[src/rtl/fifo_pair_pkg.sv]
package fifo_pair_pkg;

    typedef enum logic [1:0] {
        SEL_TX_IRQ = 2'd0,
        SEL_RX_IRQ = 2'd1,
        SEL_TX_DMA = 2'd2,
        SEL_RX_DMA = 2'd3
    } th_sel_e;

    localparam int DMA_RX_BIT = 0;
    localparam int DMA_TX_BIT = 1;
    localparam int NUM_TH     = 4;

    typedef struct packed {
        logic full;
        logic empty;
    } fifo_flags_t;

    // a threshold is kept only if it can actually be reached by the level
    function automatic logic below_depth(input int value, input int depth);
        return value < depth;
    endfunction

endpackage

[src/rtl/frame_fifo.sv]
module frame_fifo
    import fifo_pair_pkg::*;
#(
    parameter int DATA_W = 16,
    parameter int DEPTH  = 16
) (
    input  logic                       clk,
    input  logic                       rst,
    input  logic                       wr_en,
    input  logic [DATA_W-1:0]          wr_data,
    input  logic                       rd_en,
    output logic [DATA_W-1:0]          rd_data,
    output logic [$clog2(DEPTH+1)-1:0] level,
    output fifo_flags_t                flags
);
    localparam int PTR_W = $clog2(DEPTH);
    localparam int LVL_W = $clog2(DEPTH+1);

    logic [DATA_W-1:0] mem [DEPTH];
    logic [PTR_W-1:0]  wr_ptr, rd_ptr;
    logic [LVL_W-1:0]  count;
    logic              do_wr, do_rd;

    assign flags.full  = (count == LVL_W'(DEPTH));
    assign flags.empty = (count == '0);
    assign do_wr = wr_en && !flags.full;
    assign do_rd = rd_en && !flags.empty;

    function automatic logic [PTR_W-1:0] bump(input logic [PTR_W-1:0] p);
        return (p == PTR_W'(DEPTH-1)) ? '0 : p + PTR_W'(1);
    endfunction

    always_ff @(posedge clk) begin
        if (rst) begin
            wr_ptr <= '0;
            rd_ptr <= '0;
            count  <= '0;
        end else begin
            if (do_wr) wr_ptr <= bump(wr_ptr);
            if (do_rd) rd_ptr <= bump(rd_ptr);
            unique case ({do_wr, do_rd})
                2'b10:   count <= count + LVL_W'(1);
                2'b01:   count <= count - LVL_W'(1);
                default: count <= count;
            endcase
        end
    end

    always_ff @(posedge clk) begin
        if (do_wr) mem[wr_ptr] <= wr_data;
    end

    assign rd_data = flags.empty ? '0 : mem[rd_ptr];
    assign level   = count;

endmodule

[src/rtl/thresh_reg.sv]
module thresh_reg
    import fifo_pair_pkg::*;
#(
    parameter int TH_W  = 5,
    parameter int DEPTH = 16
) (
    input  logic            clk,
    input  logic            rst,
    input  logic            we,
    input  logic [TH_W-1:0] wdata,
    output logic [TH_W-1:0] q
);
    always_ff @(posedge clk) begin
        if (rst)
            q <= '0;
        else if (we && below_depth(int'(wdata), DEPTH))
            q <= wdata;
    end
endmodule

[src/rtl/xfer_fifo_pair.sv]
module xfer_fifo_pair
    import fifo_pair_pkg::*;
#(
    parameter int DATA_W = 16,
    parameter int DEPTH  = 16,
    parameter int TH_W   = 5
) (
    input  logic                       clk,
    input  logic                       rst,
    input  logic                       tx_push,
    input  logic [DATA_W-1:0]          tx_push_data,
    input  logic                       rx_pop,
    output logic [DATA_W-1:0]          rx_pop_data,
    input  logic                       cfg_we,
    input  logic [1:0]                 cfg_sel,
    input  logic [TH_W-1:0]            cfg_wdata,
    output logic [TH_W-1:0]            tx_irq_th,
    output logic [TH_W-1:0]            rx_irq_th,
    output logic [TH_W-1:0]            tx_dma_th,
    output logic [TH_W-1:0]            rx_dma_th,
    input  logic [1:0]                 dma_en,
    output logic [$clog2(DEPTH+1)-1:0] tx_level,
    output logic [$clog2(DEPTH+1)-1:0] rx_level,
    output logic                       tx_full,
    output logic                       tx_empty,
    output logic                       rx_full,
    output logic                       rx_empty,
    output logic                       tx_ovf,
    output logic                       rx_ovf,
    output logic                       rx_unf,
    output logic                       irq_tx_low,
    output logic                       irq_rx_high,
    output logic                       dma_tx_req,
    output logic                       dma_rx_req,
    output logic                       eng_tx_valid,
    output logic [DATA_W-1:0]          eng_tx_data,
    input  logic                       eng_tx_ready,
    input  logic                       eng_rx_valid,
    input  logic [DATA_W-1:0]          eng_rx_data,
    output logic                       eng_rx_ready
);
    fifo_flags_t     tx_fl, rx_fl;
    logic [TH_W-1:0] th_q [NUM_TH];
    logic [TH_W-1:0] tx_lvl_x, rx_lvl_x;

    frame_fifo #(.DATA_W(DATA_W), .DEPTH(DEPTH)) u_txq (
        .clk(clk), .rst(rst),
        .wr_en(tx_push), .wr_data(tx_push_data),
        .rd_en(eng_tx_ready), .rd_data(eng_tx_data),
        .level(tx_level), .flags(tx_fl)
    );

    frame_fifo #(.DATA_W(DATA_W), .DEPTH(DEPTH)) u_rxq (
        .clk(clk), .rst(rst),
        .wr_en(eng_rx_valid), .wr_data(eng_rx_data),
        .rd_en(rx_pop), .rd_data(rx_pop_data),
        .level(rx_level), .flags(rx_fl)
    );

    for (genvar g = 0; g < NUM_TH; g++) begin : g_th
        thresh_reg #(.TH_W(TH_W), .DEPTH(DEPTH)) u_th (
            .clk(clk), .rst(rst),
            .we(cfg_we && (cfg_sel == 2'(g))),
            .wdata(cfg_wdata),
            .q(th_q[g])
        );
    end

    assign tx_irq_th = th_q[SEL_TX_IRQ];
    assign rx_irq_th = th_q[SEL_RX_IRQ];
    assign tx_dma_th = th_q[SEL_TX_DMA];
    assign rx_dma_th = th_q[SEL_RX_DMA];

    assign tx_full      = tx_fl.full;
    assign tx_empty     = tx_fl.empty;
    assign rx_full      = rx_fl.full;
    assign rx_empty     = rx_fl.empty;
    assign eng_tx_valid = !tx_fl.empty;
    assign eng_rx_ready = !rx_fl.full;

    always_ff @(posedge clk) begin
        if (rst) begin
            tx_ovf <= 1'b0;
            rx_ovf <= 1'b0;
            rx_unf <= 1'b0;
        end else begin
            tx_ovf <= tx_push && tx_fl.full;
            rx_ovf <= eng_rx_valid && rx_fl.full;
            rx_unf <= rx_pop && rx_fl.empty;
        end
    end

    // levels widened to threshold width (DEPTH < 2**TH_W)
    assign tx_lvl_x = TH_W'(tx_level);
    assign rx_lvl_x = TH_W'(rx_level);

    assign irq_tx_low  = tx_lvl_x <= tx_irq_th;
    assign irq_rx_high = rx_lvl_x >  rx_irq_th;
    assign dma_tx_req  = dma_en[DMA_TX_BIT] && (tx_lvl_x <= tx_dma_th);
    assign dma_rx_req  = dma_en[DMA_RX_BIT] && (rx_lvl_x >  rx_dma_th);

endmodule

[config.mk]
export PLATFORM = sky130hd
export DESIGN_NAME = xfer_fifo_pair
export DESIGN_NICKNAME = d
export VERILOG_FILES = /design/src/rtl/fifo_pair_pkg.sv /design/src/rtl/frame_fifo.sv /design/src/rtl/thresh_reg.sv /design/src/rtl/xfer_fifo_pair.sv
export SDC_FILE = /design/constraint.sdc
export NUM_CORES = 1
export LEC_CHECK = 0
export BUFFER_PORTS_ARGS = -buffer_cell sky130_fd_sc_hd__buf_2
export CAP_MARGIN = 20
export CORE_ASPECT_RATIO = 0.7
export CORE_UTILIZATION = 31
export CTS_CLUSTER_SIZE = 12
export DETAILED_ROUTE_END_ITERATION = 10
export GPL_ROUTABILITY_DRIVEN = 1
export MAX_ROUTING_LAYER = met4
export SLEW_MARGIN = 10
export SYNTH_ARGS = -nofsm -noshare
export SYNTH_HDL_FRONTEND = slang
export SYNTH_SLANG_ARGS = --single-unit
[constraint.sdc]
create_clock -name clk -period 3.75 [get_ports clk]
set_clock_uncertainty 0.2 [all_clocks]
set_input_delay 0.375 -clock clk [delete_from_list [all_inputs] [get_ports clk]]
set_output_delay 0.375 -clock clk [all_outputs]
set_load 0.02 [all_outputs]
==> results of run 1 <==
where the power goes:
group          internal (W)  total [W]  switching (W)
sequential          0.00711    0.00735       0.000245
combinational       0.00195    0.00456        0.00262
clock               0.00307    0.00538        0.00231
total                0.0121     0.0173        0.00517
cell families after synthesis:
family          synth area share (%)
flops                           72.8
mux                             16.2
simple gates                    3.94
compound gates                  2.80
buf+inv                         1.82
fa+ha+maj                       1.99
xor+xnor                       0.425
state kept, by name, summed over array words and instances, names as in the netlist, named ones only:
signal        count
rx_unf            1
rx_ovf            1
u_txq.rd_ptr      4
u_rxq.rd_ptr      4
u_txq.level       5
tx_ovf            1
u_rxq.level       5
u_txq.wr_ptr      4
g_th.u_th.q      20
u_rxq.wr_ptr      4
u_rxq.mem       256
u_txq.mem       256
routing by layer:
metal / up-vias / wire [um]
met1: 6291 / 27400
met3: 67 / 3100
li1: 5252 / -
met5: - / 0
met2: 322 / 22800
met4: 0 / 847
final timing paths:
| kind | slack, ns | end | depth (start not counted) |
|---|---|---|---|
| min reg2reg | 0.27 | g_th[3].u_th.q[4] | 2 |
| max reg2reg | 0.42 | u_rxq.level[4] | 11 |
| min | 0.09 | g_th[0].u_th.q[4] | 3 |
| max | 0.18 | eng_tx_data[10] | 5 |
stage by stage:
step	total power [W]	setup WS, ns	util (%)
final	0.0173	0.176	37.6
after detailed placement	0.0120	0.460	34.6
after global placement	0.0120	0.474	34.6
after floorplan	0.0105	0.614	-
after CTS	0.0175	0.141	37.6
after global routing	0.0180	0.107	37.6
Yosys cell counts (17+ instances only):
| cell | count | area [um2] |
|---|---|---|
| buf_1 | 20 | 75.1 |
| mux4_2 | 128 | 2880 |
| nor3_1 | 17 | 85.1 |
| o22ai_1 | 34 | 213 |
| a21oi_1 | 21 | 105 |
| nor2_1 | 80 | 300 |
| edfxtp_1 | 512 | 15400 |
| dfxtp_1 | 57 | 1140 |
| nand2_1 | 36 | 135 |
| mux2i_1 | 77 | 771 |
| inv_1 | 32 | 120 |
| ha_1 | 36 | 450 |
worst max-delay path, cell delays in order, from the launching register on:
cell and delay (ns):
dfxtp_1 0.45, nor4_4 0.45, nand2_1 0.40, nand2b_2 0.53, o22ai_1 0.30, buf_2 0.24
cell type report:
class / instances / share of cell area (%)
antenna: 2 / 0.0185
timing repair buffer: 231 / 5.97
inverter: 32 / 0.444
tap: 966 / 4.47
clock inverter: 11 / 0.565
multi-input combinational: 531 / 21.6
sequential: 569 / 61.2
clock buffer: 82 / 5.77
what timing repair did:
item,CTS,global route
hold endpoints to repair,534,0
hold buffers,44,0
setup endpoints to repair,14,0
gates resized for setup,2,0
==> reports/results.env, run 1 <==
RUN_STATUS='complete, no violations'
FMAX_GHz=0.280
WL_PER_CELL_UM=22.3
INITIAL_CORE_UTIL_PCT=31.5
SEQ_AREA_UM2=16500
PEAKVDDDROP_mV=0.424
PORT-BUFFER-COUNT=122
TIMING.CRITICAL_PATH.FROM='u_txq.level[1]'
CRITPATHCAPTURETYPE='output port'
POWER.DENSITY_CELL_AREA_nW_PER_UM2=640
SYNTHFLOPTYPE='edfxtp_1'
CTS.SINKS=569
CTSLONGESTPATHBUFFERS=3
GRT-OVFL-TOTAL=0
WORST_SETUP_HOLD_PATH_CLK_SLEW_NS=0.06
MULTIINPUTGATEAREA_UM2=5840
HOLD_SLACK_NS=0.0851
FP-ROW-COUNT=82
INSERTION_DELAY_OF_THE_LATER_CLOCKED_PIN_IN_THE_WORST_SKEW_PAIR_NS=0.60
WORSTHOLDPATHTYPE='input pin to flip-flop'
GRT_UTIL_ALL_LAYERS_PCT=15.0
NUMBER_OF_GLOBAL_ROUTE_VIAS_BEFORE_REPAIR=12000
DRV_SLEW=0
AREA_DELTA_SYNTH_FINAL_PCT=19.2
GLOBALROUTE.BUSIESTLAYER='met1'
WORST_EP_ARRIVAL_TIME_NS=3.00
MOST-COMMON-LAYOUT-CELLS='edfxtp_1 (512), mux4_2 (128), buf_2 (122)'
VIA_COUNT=11900
FIRSTDRTPASSITERS=5
DPL.HPWL_UM=34400
WORSTHOLDSTART='cfg_we'
CRIT_TYPE='flip-flop to output port'
SYN_AREA_PER_CELL_UM2=19.0
CTS_SETUP_BUFFERS=0
FLOORPLAN_DIE_WIDTH_UM=325
FILLER_CELL_COUNT=6509
YS_WARN_COUNT=0
GRT.MET3_USAGE_PCT=2.80
TIMING.FINAL.HOLD_VIOLATIONS=0
SYNTH_ASYNC_SR_FLOP_SHARE_PCT=0
DETAILEDROUTE.FIRSTITERATIONVIOLATIONS=1043
FP.COREAREA_UM2=71900
CRIT_PATH_MAX_FANOUT=16
YOSYSUNIQUECELLTYPES=53
ROOT_BUFFER='clkbuf_16'
GR-USAGE-MET2_PCT=20.1
CRITICAL_PATH.REG2REG.STARTPOINT='u_rxq.level[1]'
CTS_TREE='built'
CRITPATHLAUNCHTYPE='flip-flop'
FIN_TNS_SETUP_NS=0
FINAL.MIN_CLOCK_PERIOD_NS=3.57
NUMBER_OF_BUFFERS_INSERTED_DURING_CLOCK_TREE_SYNTHESIS=56
SYNTH.NET_COUNT=1277
NUMBER_OF_ANTENNA_VIOLATIONS_AT_THE_FIRST_CHECK_IN_GLOBAL_ROUTING=2
NUMBER_OF_SYNTHESIZED_REGISTER_BITS=569
POWER.STATIC_LEAKAGE_nW=8.80
POSTROUTEWIRELENGTH_UM=54200
INSTANCE_AREA_AFTER_PLACEMENT_UM2=24900
WORST_MARGIN_SLEW_NS=1.03
SYNTH_SEQUENTIAL_AREA_RATIO_PCT=72.8
SYNTH-EDFF-COUNT=512
GRT_FIRST_PASS_WIRELENGTH_UM=79700
PLACE_INST=2285
TIMING.CRITICAL_PATH.REQUIRED_NS=3.17
PIN_COUNT_OF_THE_BIGGEST_NET_ENTERING_GLOBAL_ROUTING=56
FINAL_DESIGN_AREA_NO_FILL_UM2=27000
HTREEDEPTH=2
FLOORPLAN.DIE_AREA_UM2=74300
RELSLEWSLACK_PCT=31.6
STDCELL_COUNT=2424
FRACTION_OF_FINAL_LAYOUT_CELLS_WITH_DRIVE_STRENGTH_GREATER_THAN_1_PCT=29.3
GLOBALROUTEMET1UTIL_PCT=23.0
FINAL_NET_COUNT=1505
SETUP_VIOL=0
DRV.MAX_CAP_VIOLATION_COUNT=0
DIE_H_UM=228
FINAL_COMMON_CELL='edfxtp_1'
GP_ROUTABILITY_CONGESTION=0.794
CELL_AREA_AFTER_TECHNOLOGY_MAPPING_UM2=22700
PERIOD_SHARE_PCT=95.3
NUMBER_OF_I_O_PINS=123
ROUTED_ANTENNA_NETS=0
GATE_COUNT_AFTER_TECHNOLOGY_MAPPING=1193
RSZ0062_AT_GRT='false'
DRT-VIAS-PER-INSTANCE=4.92
DRCVIOLATIONCOUNT=0
(Power assumes the default switching activity.)
==> inputs of run 2 (changes only) <==
--- a/config.mk
+++ b/config.mk
@@ -8,6 +8,7 @@
 export BUFFER_PORTS_ARGS = -buffer_cell sky130_fd_sc_hd__buf_2
 export CAP_MARGIN = 20
 export CORE_ASPECT_RATIO = 0.7
+export CORE_MARGIN = 4
 export CORE_UTILIZATION = 31
 export CTS_CLUSTER_SIZE = 12
 export DETAILED_ROUTE_END_ITERATION = 10
==> run 2 against run 1 <==
Effect of this change:
- cell count barely moved
- critical path depth did not move
- largest cell class unchanged
- count of clock-buffer cells in the layout fell by 5
- maximum frequency rose by 2.8%
- critical path type unchanged
- combinational power rose by 2%
- power rose by 0.32%
==> reports/results.env, run 2 (synthesized netlist as in run 1, its figures left out) <==
NUMBER_OF_GLOBAL_ROUTE_VIAS_BEFORE_REPAIR=12100  # +0.56%
CRIT_FAMILY='simple AND/OR/NAND/NOR gates'
CRIT_PATH_MAX_FANOUT=14  # -2
REG_TOP3='u_rxq.mem (256), u_txq.mem (256), g_th.u_th.q (20)'
WORST_EP_ARRIVAL_TIME_NS=2.90  # -0.10 ns
PEAKVDDDROP_mV=0.367  # -14%
DRV.MAX_CAP_VIOLATION_COUNT=0  # unchanged
CTS.SINKS=569  # unchanged
PORT-BUFFER-COUNT=122  # unchanged
TIMING.CRITICAL_PATH.REQUIRED_NS=3.17  # about the same
CELLINTERNALPOWER_W=0.0121  # about the same
PERIOD_SHARE_PCT=92.7  # -2.6 points
MOST-COMMON-LAYOUT-CELLS='edfxtp_1 (512), mux4_2 (128), buf_2 (122)'
P_COMB_SHARE_PCT=26.8  # +0.4 points
FLOORPLAN_DIE_WIDTH_UM=331  # +1.8%
FP.COREAREA_UM2=72000  # +0.14%
RELSLEWSLACK_PCT=43.1  # +11 points
WORST_MARGIN_SLEW_NS=0.854  # -0.172 ns
DPL.HPWL_UM=35600  # +3.6%
RUN_STATUS='complete, no violations'
GRT_FIRST_PASS_WIRELENGTH_UM=80700  # +1.2%
DRV_SLEW=0  # unchanged
PIN_COUNT_OF_THE_BIGGEST_NET_ENTERING_GLOBAL_ROUTING=65  # +16%
FLOORPLAN.DIE_AREA_UM2=77600  # +4.5%
WL_PER_CELL_UM=22.7  # +1.5%
CTS_SETUP_BUFFERS=0  # unchanged
POWER.STATIC_LEAKAGE_nW=8.79  # -0.16%
P_SWITCHING_W=0.00523  # +1.1%
DRCVIOLATIONCOUNT=0  # unchanged
INITIAL_CORE_UTIL_PCT=31.5  # -0.045 points
MOST_FREQUENT_CP_CELL='nand2_1'
SETUP_VIOL=0  # unchanged
DETAILEDROUTE.FIRSTITERATIONVIOLATIONS=1255  # +20%
RSZ0062_AT_GRT='false'
GP_ROUTABILITY_CONGESTION=0.797  # +0.40%
AREA_DELTA_SYNTH_FINAL_PCT=19.3
DIE_H_UM=234  # +2.6%
SEQ_AREA_UM2=16500  # unchanged
NUMBER_OF_I_O_PINS=123  # unchanged
VIA_COUNT=12000  # +0.92%
PORTION_OF_TOTAL_POWER_ATTRIBUTED_TO_SEQUENTIAL_CELLS_PCT=42.5  # about the same
WORSTPATHBUFFERINVERTERCOUNT=1  # unchanged
MULTIINPUTGATEAREA_UM2=5860  # +0.34%
CLOCK_POWER_SHARE_PCT=30.8  # -0.3 points
FILLER_CELL_COUNT=6559  # +0.77%
GRT-OVFL-TOTAL=0  # unchanged
SLOWEST_STAGE_CELL_CRIT_PATH='nand2_1'
INSERTION_DELAY_OF_THE_LATER_CLOCKED_PIN_IN_THE_WORST_SKEW_PAIR_NS=0.60  # about the same
SLOWEST_DELAY_NS=0.65  # +0.12 ns
FIRSTDRTPASSITERS=5  # unchanged
FRACTION_OF_FINAL_LAYOUT_CELLS_WITH_DRIVE_STRENGTH_GREATER_THAN_1_PCT=30.1  # +0.82 points
FINAL.MIN_CLOCK_PERIOD_NS=3.48  # -0.0982 ns
FINAL_UTIL_PCT=37.6  # about the same
CTS_TREE='built'
FMAX_GHz=0.288  # +2.8%
CRITPATHCAPTURETYPE='output port'
CRIT_PATH_CELL_TRACE='nor4_4 -> nand2_1 -> nand2_1 -> o22ai_1 -> buf_2'
FIN_TNS_SETUP_NS=0  # unchanged
DRT-VIAS-PER-INSTANCE=4.97  # +0.96%
NUMBER_OF_ANTENNA_VIOLATIONS_AT_THE_FIRST_CHECK_IN_GLOBAL_ROUTING=3  # +1
HTREEDEPTH=2  # unchanged
NUMBER_OF_BUFFERS_INSERTED_DURING_CLOCK_TREE_SYNTHESIS=58  # +3.6%
ROUTED_ANTENNA_NETS=0  # unchanged
ROOT_BUFFER='clkbuf_16'
CRITPATHLAUNCHTYPE='flip-flop'
FP-ROW-COUNT=82  # unchanged
CRIT_TYPE='flip-flop to output port'
WORST_SETUP_HOLD_PATH_CLK_SLEW_NS=0.06  # about the same
CTSLONGESTPATHBUFFERS=3  # unchanged
SWITCHING_SHARE_PCT=30.1  # +0.23 points
POSTROUTEWIRELENGTH_UM=54900  # +1.4%
GRT_UTIL_ALL_LAYERS_PCT=14.3  # -0.62 points
FINAL_COMMON_CELL='edfxtp_1'
POWER.DENSITY_CELL_AREA_nW_PER_UM2=641  # +0.19%
FINAL_NET_COUNT=1508  # +0.20%
WORSTHOLDPATHTYPE='input pin to flip-flop'
TIMING.FINAL.HOLD_VIOLATIONS=0  # unchanged
## run 2: tightest hold or removal path, delay by kind of cell
kind	cells	cell delay, ns
simple gates	2	0.35
buf+inv	1	0.12
## run 2: layout make-up
cell class	count	area share, %
Inverter	32	0.444
Clock buffer	77	5.74
Sequential cell	569	61.1
Timing Repair Buffer	232	6.03
Antenna cell	1	0.00925
Clock inverter	15	0.583
Multi-Input combinational cell	531	21.6
Tap cell	966	4.47
## run 2: repair_timing
action                    in CTS  in global routing
hold buffers                  48                  0
hold endpoints to repair     535                  0
resized for setup              0                  0
## run 2: final timing paths
path | slack (ns) | endpoint | cells after the start | startpoint
worst max-delay path | 0.27 | rx_pop_data[10] | 5 | u_rxq.level[2]
worst max register to register | 0.39 | u_rxq.level[4] | 11 | u_rxq.level[2]
worst min register to register | 0.27 | g_th[3].u_th.q[4] | 2 | g_th[3].u_th.q[4]
worst min-delay path | 0.09 | g_th[0].u_th.q[4] | 3 | cfg_we
## run 2: through the flow
stage                     hold WS, ns  cell area (um2)  setup slack [ns]  cells  total power [W]
after floorplan                 0.274            22700             0.614   1193           0.0105
after global placement          0.262            24900             0.475   2282           0.0121
after detailed placement        0.268            24900             0.414   2282           0.0122
after CTS                      0.0294            27100             0.237   2422           0.0176
after global routing           0.0911            27100            0.0828   2422           0.0182
final                          0.0904            27100             0.274   2423           0.0173
## run 2: per-layer routing
metal | vias up | GRT usage, % | share of wire (%)
met5 | - | - | 0
met3 | 79 | 3.10 | 6.8
met1 | 6320 | 21.6 | 49
met2 | 378 | 19.6 | 42
li1 | 5265 | - | -
met4 | 0 | 3.53 | 1.8
## run 2: power by group through the flow
stage | logic (W) | registers (W) | clock network, W
floorplan | 0.00312 | 0.00741 | 0
global placement | 0.00460 | 0.00749 | 0
detailed placement | 0.00465 | 0.00751 | 0
CTS | 0.00471 | 0.00737 | 0.00549
global route | 0.00501 | 0.00740 | 0.00574
finish | 0.00464 | 0.00736 | 0.00534
